$ cat src/rtl/pme_pkg.sv
package pme_pkg;
  localparam int CFG_W = 5;
  localparam int B_TA  = 0;
  localparam int B_MA  = 1;
  localparam int B_DP  = 2;
  localparam int B_IF  = 3;
  localparam int B_ME  = 4;
  localparam int NPROT = 3;
  localparam logic [3:0] CMD_MEM_RD    = 4'b0110;
  localparam logic [3:0] CMD_MEM_RD_ML = 4'b1100;
endpackage

$ cat src/rtl/pme_sticky_bit.sv
module pme_sticky_bit #(
  parameter bit HOST_CLR = 1'b1,
  parameter bit SOFT_CLR = 1'b1
) (
  input  logic clk,
  input  logic arst_n,
  input  logic sync_clr,
  input  logic set,
  input  logic w1c,
  input  logic soft_clr,
  output logic q
);
  logic clr_req;
  assign clr_req = (HOST_CLR && w1c) || (SOFT_CLR && soft_clr);

  always_ff @(posedge clk or negedge arst_n) begin
    if (!arst_n)       q <= 1'b0;
    else if (sync_clr) q <= 1'b0;
    else if (set)      q <= 1'b1;
    else if (clr_req)  q <= 1'b0;
  end
endmodule

$ cat src/rtl/pme_capture.sv
module pme_capture #(
  parameter int AW = 32
) (
  input  logic          clk,
  input  logic          arst_n,
  input  logic          sync_clr,
  input  logic          armed,
  input  logic          ev_any,
  input  logic          is_read,
  input  logic [AW-1:0] addr,
  output logic          dir_read,
  output logic [AW-1:0] rd_addr,
  output logic [AW-1:0] wr_addr
);
  logic load;
  assign load = armed && ev_any;

  always_ff @(posedge clk or negedge arst_n) begin
    if (!arst_n) begin
      dir_read <= 1'b0;
      rd_addr  <= '0;
      wr_addr  <= '0;
    end else if (sync_clr) begin
      dir_read <= 1'b0;
      rd_addr  <= '0;
      wr_addr  <= '0;
    end else if (load) begin
      dir_read <= is_read;
      if (is_read) rd_addr <= addr;
      else         wr_addr <= addr;
    end
  end
endmodule

$ cat src/rtl/pme_cmd_sel.sv
module pme_cmd_sel
  import pme_pkg::*;
(
  input  logic       clk,
  input  logic       arst_n,
  input  logic       multi,
  output logic [3:0] cmd
);
  always_ff @(posedge clk or negedge arst_n) begin
    if (!arst_n) cmd <= CMD_MEM_RD;
    else         cmd <= multi ? CMD_MEM_RD_ML : CMD_MEM_RD;
  end
endmodule

$ cat src/rtl/pci_mst_err_tracker.sv
module pci_mst_err_tracker
  import pme_pkg::*;
#(
  parameter int AW = 32
) (
  input  logic             clk,
  input  logic             bus_rst_n,
  input  logic             ev_target_abort,
  input  logic             ev_master_abort,
  input  logic             ev_parity_err,
  input  logic             ev_sync_loss,
  input  logic             mst_req,
  input  logic             if_enable,
  input  logic             xfer_is_read,
  input  logic [AW-1:0]    xfer_addr,
  input  logic             cfg_w1c_we,
  input  logic [CFG_W-1:0] cfg_w1c_data,
  input  logic             ctl_global_reset,
  input  logic             ctl_err_clear,
  input  logic             ctl_read_multi,
  output logic [CFG_W-1:0] cfg_status,
  output logic [1:0]       sys_bus_status,
  output logic             err_dir_read,
  output logic [AW-1:0]    err_rd_addr,
  output logic [AW-1:0]    err_wr_addr,
  output logic             irq_bus_err,
  output logic [3:0]       rd_cmd
);
  logic [NPROT-1:0] prot_ev;
  logic [CFG_W-1:0] host_clr;
  logic             int_fail_ev;
  logic             any_prot_ev;
  logic             any_ev;

  assign prot_ev     = {ev_parity_err, ev_master_abort, ev_target_abort};
  assign int_fail_ev = ev_sync_loss || (mst_req && !if_enable);
  assign any_prot_ev = |prot_ev;
  assign any_ev      = any_prot_ev || int_fail_ev;
  assign host_clr    = cfg_w1c_we ? cfg_w1c_data : '0;

  // protocol flags: host write-one and local clear both apply
  for (genvar i = 0; i < NPROT; i++) begin : g_prot
    pme_sticky_bit #(.HOST_CLR(1'b1), .SOFT_CLR(1'b1)) u_flag (
      .clk(clk), .arst_n(bus_rst_n), .sync_clr(ctl_global_reset),
      .set(prot_ev[i]), .w1c(host_clr[i]), .soft_clr(ctl_err_clear),
      .q(cfg_status[i])
    );
  end

  // internal failure: immune to both soft clears
  pme_sticky_bit #(.HOST_CLR(1'b0), .SOFT_CLR(1'b0)) u_int_fail (
    .clk(clk), .arst_n(bus_rst_n), .sync_clr(ctl_global_reset),
    .set(int_fail_ev), .w1c(host_clr[B_IF]), .soft_clr(ctl_err_clear),
    .q(cfg_status[B_IF])
  );

  pme_sticky_bit #(.HOST_CLR(1'b1), .SOFT_CLR(1'b1)) u_summary (
    .clk(clk), .arst_n(bus_rst_n), .sync_clr(ctl_global_reset),
    .set(any_ev), .w1c(host_clr[B_ME]), .soft_clr(ctl_err_clear),
    .q(cfg_status[B_ME])
  );

  // local status register: host writes do not reach it
  pme_sticky_bit #(.HOST_CLR(1'b0), .SOFT_CLR(1'b1)) u_sys_prot (
    .clk(clk), .arst_n(bus_rst_n), .sync_clr(ctl_global_reset),
    .set(any_prot_ev), .w1c(1'b0), .soft_clr(ctl_err_clear),
    .q(sys_bus_status[1])
  );

  pme_sticky_bit #(.HOST_CLR(1'b0), .SOFT_CLR(1'b0)) u_sys_int (
    .clk(clk), .arst_n(bus_rst_n), .sync_clr(ctl_global_reset),
    .set(int_fail_ev), .w1c(1'b0), .soft_clr(ctl_err_clear),
    .q(sys_bus_status[0])
  );

  pme_capture #(.AW(AW)) u_capture (
    .clk(clk), .arst_n(bus_rst_n), .sync_clr(ctl_global_reset),
    .armed(!cfg_status[B_ME]), .ev_any(any_ev),
    .is_read(xfer_is_read), .addr(xfer_addr),
    .dir_read(err_dir_read), .rd_addr(err_rd_addr), .wr_addr(err_wr_addr)
  );

  pme_cmd_sel u_cmd (
    .clk(clk), .arst_n(bus_rst_n), .multi(ctl_read_multi), .cmd(rd_cmd)
  );

  assign irq_bus_err = cfg_status[B_ME];
endmodule

$ cat config.mk
export PLATFORM = sky130hd
export DESIGN_NAME = pci_mst_err_tracker
export DESIGN_NICKNAME = d
export VERILOG_FILES = /design/src/rtl/pme_pkg.sv /design/src/rtl/pme_sticky_bit.sv /design/src/rtl/pme_capture.sv /design/src/rtl/pme_cmd_sel.sv /design/src/rtl/pci_mst_err_tracker.sv
export SDC_FILE = /design/constraint.sdc
export NUM_CORES = 1
export LEC_CHECK = 0
export BUFFER_PORTS_ARGS = -buffer_cell sky130_fd_sc_hd__buf_4
export CAP_MARGIN = 25
export CORE_MARGIN = 5
export CORE_UTILIZATION = 48
export DETAILED_ROUTE_END_ITERATION = 10
export GPL_ROUTABILITY_DRIVEN = 0
export GPL_TIMING_DRIVEN = 0
export MAX_ROUTING_LAYER = met4
export PLACE_DENSITY_LB_ADDON = 0.2
export SLEW_MARGIN = 20
export SYNTH_ARGS = -nofsm -noshare
export SYNTH_HDL_FRONTEND = slang
export SYNTH_SLANG_ARGS = --single-unit
$ cat constraint.sdc
create_clock -name clk -period 1.55 [get_ports clk]
set_clock_uncertainty 0.2 [all_clocks]
set_input_delay 0.2325 -clock clk [delete_from_list [all_inputs] [get_ports clk]]
set_output_delay 0.2325 -clock clk [all_outputs]
set_load 0.05 [all_outputs]
Word level (Yosys, flattened, before mapping)
Index checks and enable logic that the tools add are counted.
{"block": "totals", "ff_bits": 75, "input_bits": 50, "out_inout_bits": 77, "wordCells": 59}
{"block": "op_classes", "n_eq_ne": 1, "n_mux": 27, "n_reduce_logical": 21}
{"operator": "32-bit two-way mux", "n": 6}
{"operator": "1-bit two-way mux", "n": 19}
{"operator": "3-bit nonzero test", "n": 5}
{"operator": "1-bit logical OR", "n": 6}
{"operator": "2-bit nonzero test", "n": 3}
{"operator": "5-bit two-way mux", "n": 1}
{"operator": "4-bit two-way mux", "n": 1}
{"operator": "2-bit AND reduction", "n": 2}
{"operator": "3-bit OR reduction", "n": 1}
{"operator": "1-bit logical AND", "n": 2}
{"operator": "1-bit logical NOT", "n": 2}
{"operator": "2-bit by 1-bit != test with 1-bit output, second input constant", "n": 1}

Longest topological paths before layout
{"block": "logic_depth", "depth_word": 7, "depth_mapped": 6, "ltp_nobuf": 3}

By module
Synthesis repeated with hierarchy kept, for this count alone.
{"block": "hier_totals", "cells_unflattened": 291, "hier_area_um2": 3455.8}
{"mod": "pme_capture", "n_inst": 1, "cells_per_inst": 248, "area_per_inst_um2": 3016.6}
{"mod": "pme_sticky_bit (g_prot[0].u_flag ...)", "n_inst": 4, "cells_per_inst": 4, "area_per_inst_um2": 42.5}
{"mod": "pci_mst_err_tracker", "n_inst": 1, "cells_per_inst": 12, "area_per_inst_um2": 77.6}
{"mod": "pme_cmd_sel", "n_inst": 1, "cells_per_inst": 7, "area_per_inst_um2": 77.6}
{"mod": "pme_sticky_bit (u_int_fail ...)", "n_inst": 2, "cells_per_inst": 2, "area_per_inst_um2": 35.0}
{"mod": "pme_sticky_bit (u_sys_prot)", "n_inst": 1, "cells_per_inst": 4, "area_per_inst_um2": 43.8}

Least setup slack after synthesis
OpenSTA, ideal clock, no wires.
{"block": "synth_path", "path_kind": "input-to-reg", "startpoint": "input port ev_master_abort", "endpoint": "register u_capture.rd_addr[18]", "setup_ps": 124, "t_arrival_ps": 1405, "required_ps": 1226, "slack_ps": -179, "cell_stages": 6, "cell_sequence": "or3_1 > buf_2 > o311a_1 > buf_6 > buf_12 > mux2i_1"}
{"block": "synth_via", "elab_chain_len": 5}
{"element": "start: declaration", "line": "pci_mst_err_tracker.sv:9", "rtl": "input logic ev_master_abort,"}
{"element": "3-bit OR reduction", "line": "pci_mst_err_tracker.sv:37", "rtl": "assign any_prot_ev = |prot_ev;"}
{"element": "1-bit logical OR", "line": "pci_mst_err_tracker.sv:38", "rtl": "assign any_ev = any_prot_ev || int_fail_ev;"}
{"element": "1-bit logical AND", "line": "pme_capture.sv:16", "rtl": "assign load = armed && ev_any;"}
{"element": "2-bit nonzero test (no line)"}
{"element": "2-bit AND reduction (no line)"}
{"element": "end signal: assignment", "line": "pme_capture.sv:29", "rtl": "if (is_read) rd_addr <= addr;"}
{"element": "end: declaration", "line": "pme_capture.sv:12", "rtl": "output logic [AW-1:0] rd_addr,"}
Every way passes these cells.
A chain may end at the register's enable or synchronous reset.

Worst setup path after layout
{"block": "layout_path", "startpoint": "input port ev_master_abort", "endpoint": "register u_capture.rd_addr[17]"}
The elaborated chain is that of the path after synthesis.

==> metrics.txt <==
status=complete, but fails checks; violated checks=negative setup slack; filler instances=440; Crit Path Class=input pin to flop; Seq pwr share=between 40% and 50%; Int Power=approximately 0.0032 W; final instance area=slightly below 0.005 mm²; Die Ht=approximately 90 µm; share of cells above drive strength 1=between 30% and 40%; WL final=around 8700 µm; final hold vios=0; Cell Area, Placed=between 0.004 and 0.005 mm²; clock buffer count from CTS=9; Net count, final=just over 500; Post-DP HPWL=between 5000 and 6000 µm; Sw Ratio=31.6%; Die X=a little over 90 µm; area leader, netlist=dfrtp_1; Root Buffer Master=clkbuf_8; Worst Path Required=around 1.6 ns; Synth Register Bits=73; share of the synthesized area in the top cell type=55.9%; Setup WS pre-CTS=-0.442 ns; total global routing overflow=0; RSZ-0062 raised after global routing=yes; core area=about 0.0065 mm²; Final Cycle Share=101%; CTS tree=done; CTS clk-pin slew, worst paths=roughly 0.08 ns; DRT antenna net count=0; PnR worst setup slack=-0.0145 ns; H-tree depth=3; DRC=0; Layout area overhead=51.1%; Max Freq=0.639 GHz; crit-path max FO=5; first-pass GRT wire length=roughly 14,000 µm; Startpoint Class=input pin; CTS Buffer Depth=2; commonest non-fill, non-tap cells in the layout=buf_4 (129), nand2_1 (99), dfrtp_1 (72); Std-Cell Rows=29; antenna violations before repair=0; port bufs=about 120; vias in the first global route=2,866; PwrDens=about 950 mW/mm²; Synthesized Nets=around 340; leakage=2.57 nW; # clock sinks=between 70 and 80; Hold WC Path Type=input pin to flop; Slew headroom=39.8%; area occupied by multi-input gates=roughly 0.0012 mm²; sequential fraction of the synthesis area=between 50% and 60%; drt initial violations=120; largest cells by area after synthesis=dfrtp_1 (56%), mux2i_1 (20%), nand2_1 (12%); Slew Limit Fails=0; Max rail drop VDD=between 600 and 700 µV; clk_lat worst skew=about 0.33 ns; synthesized area=~0.0032 mm²; Switching Power=between 0.001 and 0.0015 W; post-DR wirelength/cell=roughly 16 µm; clock network power share=approximately 30%; Syn. warnings=0; global-route usage over all layers=between 20% and 30%; CP endpoint kind=flop; Initial Util=49.9%; syn_area_per_cell=around 11 µm²; setup violators final=1; die footprint=approximately 0.0085 mm²; I/O pin count=127; post-synthesis cell type count=26; fin crit period=between 1.5 and 2 ns; DR vias/cell=around 5.0; # diodes=0; combinational share of power=around a quarter; routed vias=roughly 2,700; DR pass1 iterations=4; slew at the pin closest to its max-slew limit=roughly 0.90 ns; largest net degree at the start of global routing=between 70 and 80; most common cell after layout, fill and taps aside=buf_4; crit path DAT=1.58 ns; Post-Syn Instances=roughly 290; Sequential Area=approximately 0.0018 mm²; max_cap viols=0
## cells in the mapped netlist, drive strengths merged
master  count
nand2      99
dfrtp      72
mux2i      64
buf        17
clkbuf     13
nor2        6
inv         4
a31oi       3
conb        2
nor2b       2
o31ai       2
a211oi      1
a21oi       1
a22o        1
dfstp       1
nor3        1
o311a       1
o311ai      1
o31a        1
o41a        1
or3         1
## final timing paths
check	startpoint	endpoint	slack (ns)	depth (start not counted)
setup / recovery	ev_master_abort	u_capture.rd_addr[17]	-0.01	6
hold / removal	cfg_w1c_data[1]	g_prot[1].u_flag.q	0.05	4
setup reg to reg	u_summary.q	u_capture.rd_addr[27]	0.04	5
hold reg to reg	u_int_fail.q	u_int_fail.q	0.33	2
max in group asynchronous	bus_rst_n	u_capture.rd_addr[19]	0.19	2
min in group asynchronous	bus_rst_n	u_capture.rd_addr[9]	0.39	2
## sequential cells by signal (all words and copies together), names as in the netlist
signal              cells
u_summary.q             1
u_cmd.cmd               2
u_capture.wr_addr      32
u_sys_prot.q            1
u_capture.dir_read      1
g_prot.u_flag.q         3
u_int_fail.q            1
u_capture.rd_addr      32
## worst max-delay path, cell delays in order
cell     delay (ns)
buf_6          0.09
or3_4          0.42
o311a_1        0.36
buf_6          0.15
buf_12         0.14
mux2i_4        0.17
## logic make-up (layout without fill, tap and decap cells)
kind of cell | Yosys count | in the layout | share of synthesized area [%]
other | 2 | 2 | 0.233
flip-flops | 73 | 73 | 56.7
buffers and inverters | 34 | 209 | 7.14
multiplexers | 64 | 64 | 19.9
AND/OR/NAND/NOR | 109 | 109 | 13.0
AO/OA/AOI/OAI | 12 | 12 | 3.07
## power groups by stage
stage	Clock [W]	Sequential (W)	Combinational, W
3_3_place_gp	0	0.00210	0.00103
4_1_cts	0.00143	0.00206	0.00114
3_5_place_dp	0	0.00210	0.00105
5_1_grt	0.00152	0.00208	0.00121
6_report	0.00140	0.00207	0.00114
2_1_floorplan	0	0.00243	0.000337
## per-layer routing
layer	part of all wire, %	track usage [%]	up-vias	routed length, µm
li1	-	-	1296	-
met1	43	26.9	1311	3720
met2	49	33.1	103	4220
met3	7.2	4.75	8	626
met4	1.1	7.67	0	92
met5	0	-	-	0
## repair_timing
| item | in CTS | in global routing |
|---|---|---|
| endpoints found under the hold margin | 140 | 0 |
| resized for setup | 12 | 5 |
| pin swaps | 0 | 1 |
| setup buffers | 1 | 0 |
| cloned | 0 | 1 |
| hold buffers | 37 | 0 |
| setup endpoints to repair | 60 | 29 |
## layout make-up
| type | instances | area share [%] |
|---|---|---|
| Sequential cell | 73 | 37.5 |
| Clock buffer | 12 | 3.39 |
| Timing Repair Buffer | 160 | 27.1 |
| Clock inverter | 4 | 0.540 |
| Buffer | 29 | 4.62 |
| Multi-Input combinational cell | 187 | 24.5 |
| Tap cell | 77 | 1.98 |
| Inverter | 4 | 0.308 |
## through the flow
stage | util, % | cells | total power (W) | hold slack [ns] | setup TNS [ns]
floorplan | - | 294 | 0.00276 | -0.263 | -8.95
detailed placement | 65.5 | 492 | 0.00315 | 0.151 | -25.37
global placement | 65.5 | 492 | 0.00313 | 0.151 | -25.22
CTS | 75.0 | 546 | 0.00463 | 0.0355 | -0.0176
finish | 75.4 | 546 | 0.00461 | 0.0479 | -0.0145
global route | 75.4 | 546 | 0.00481 | 0.0647 | -0.0727
Note: power is estimated with default switching activity, not from simulation.
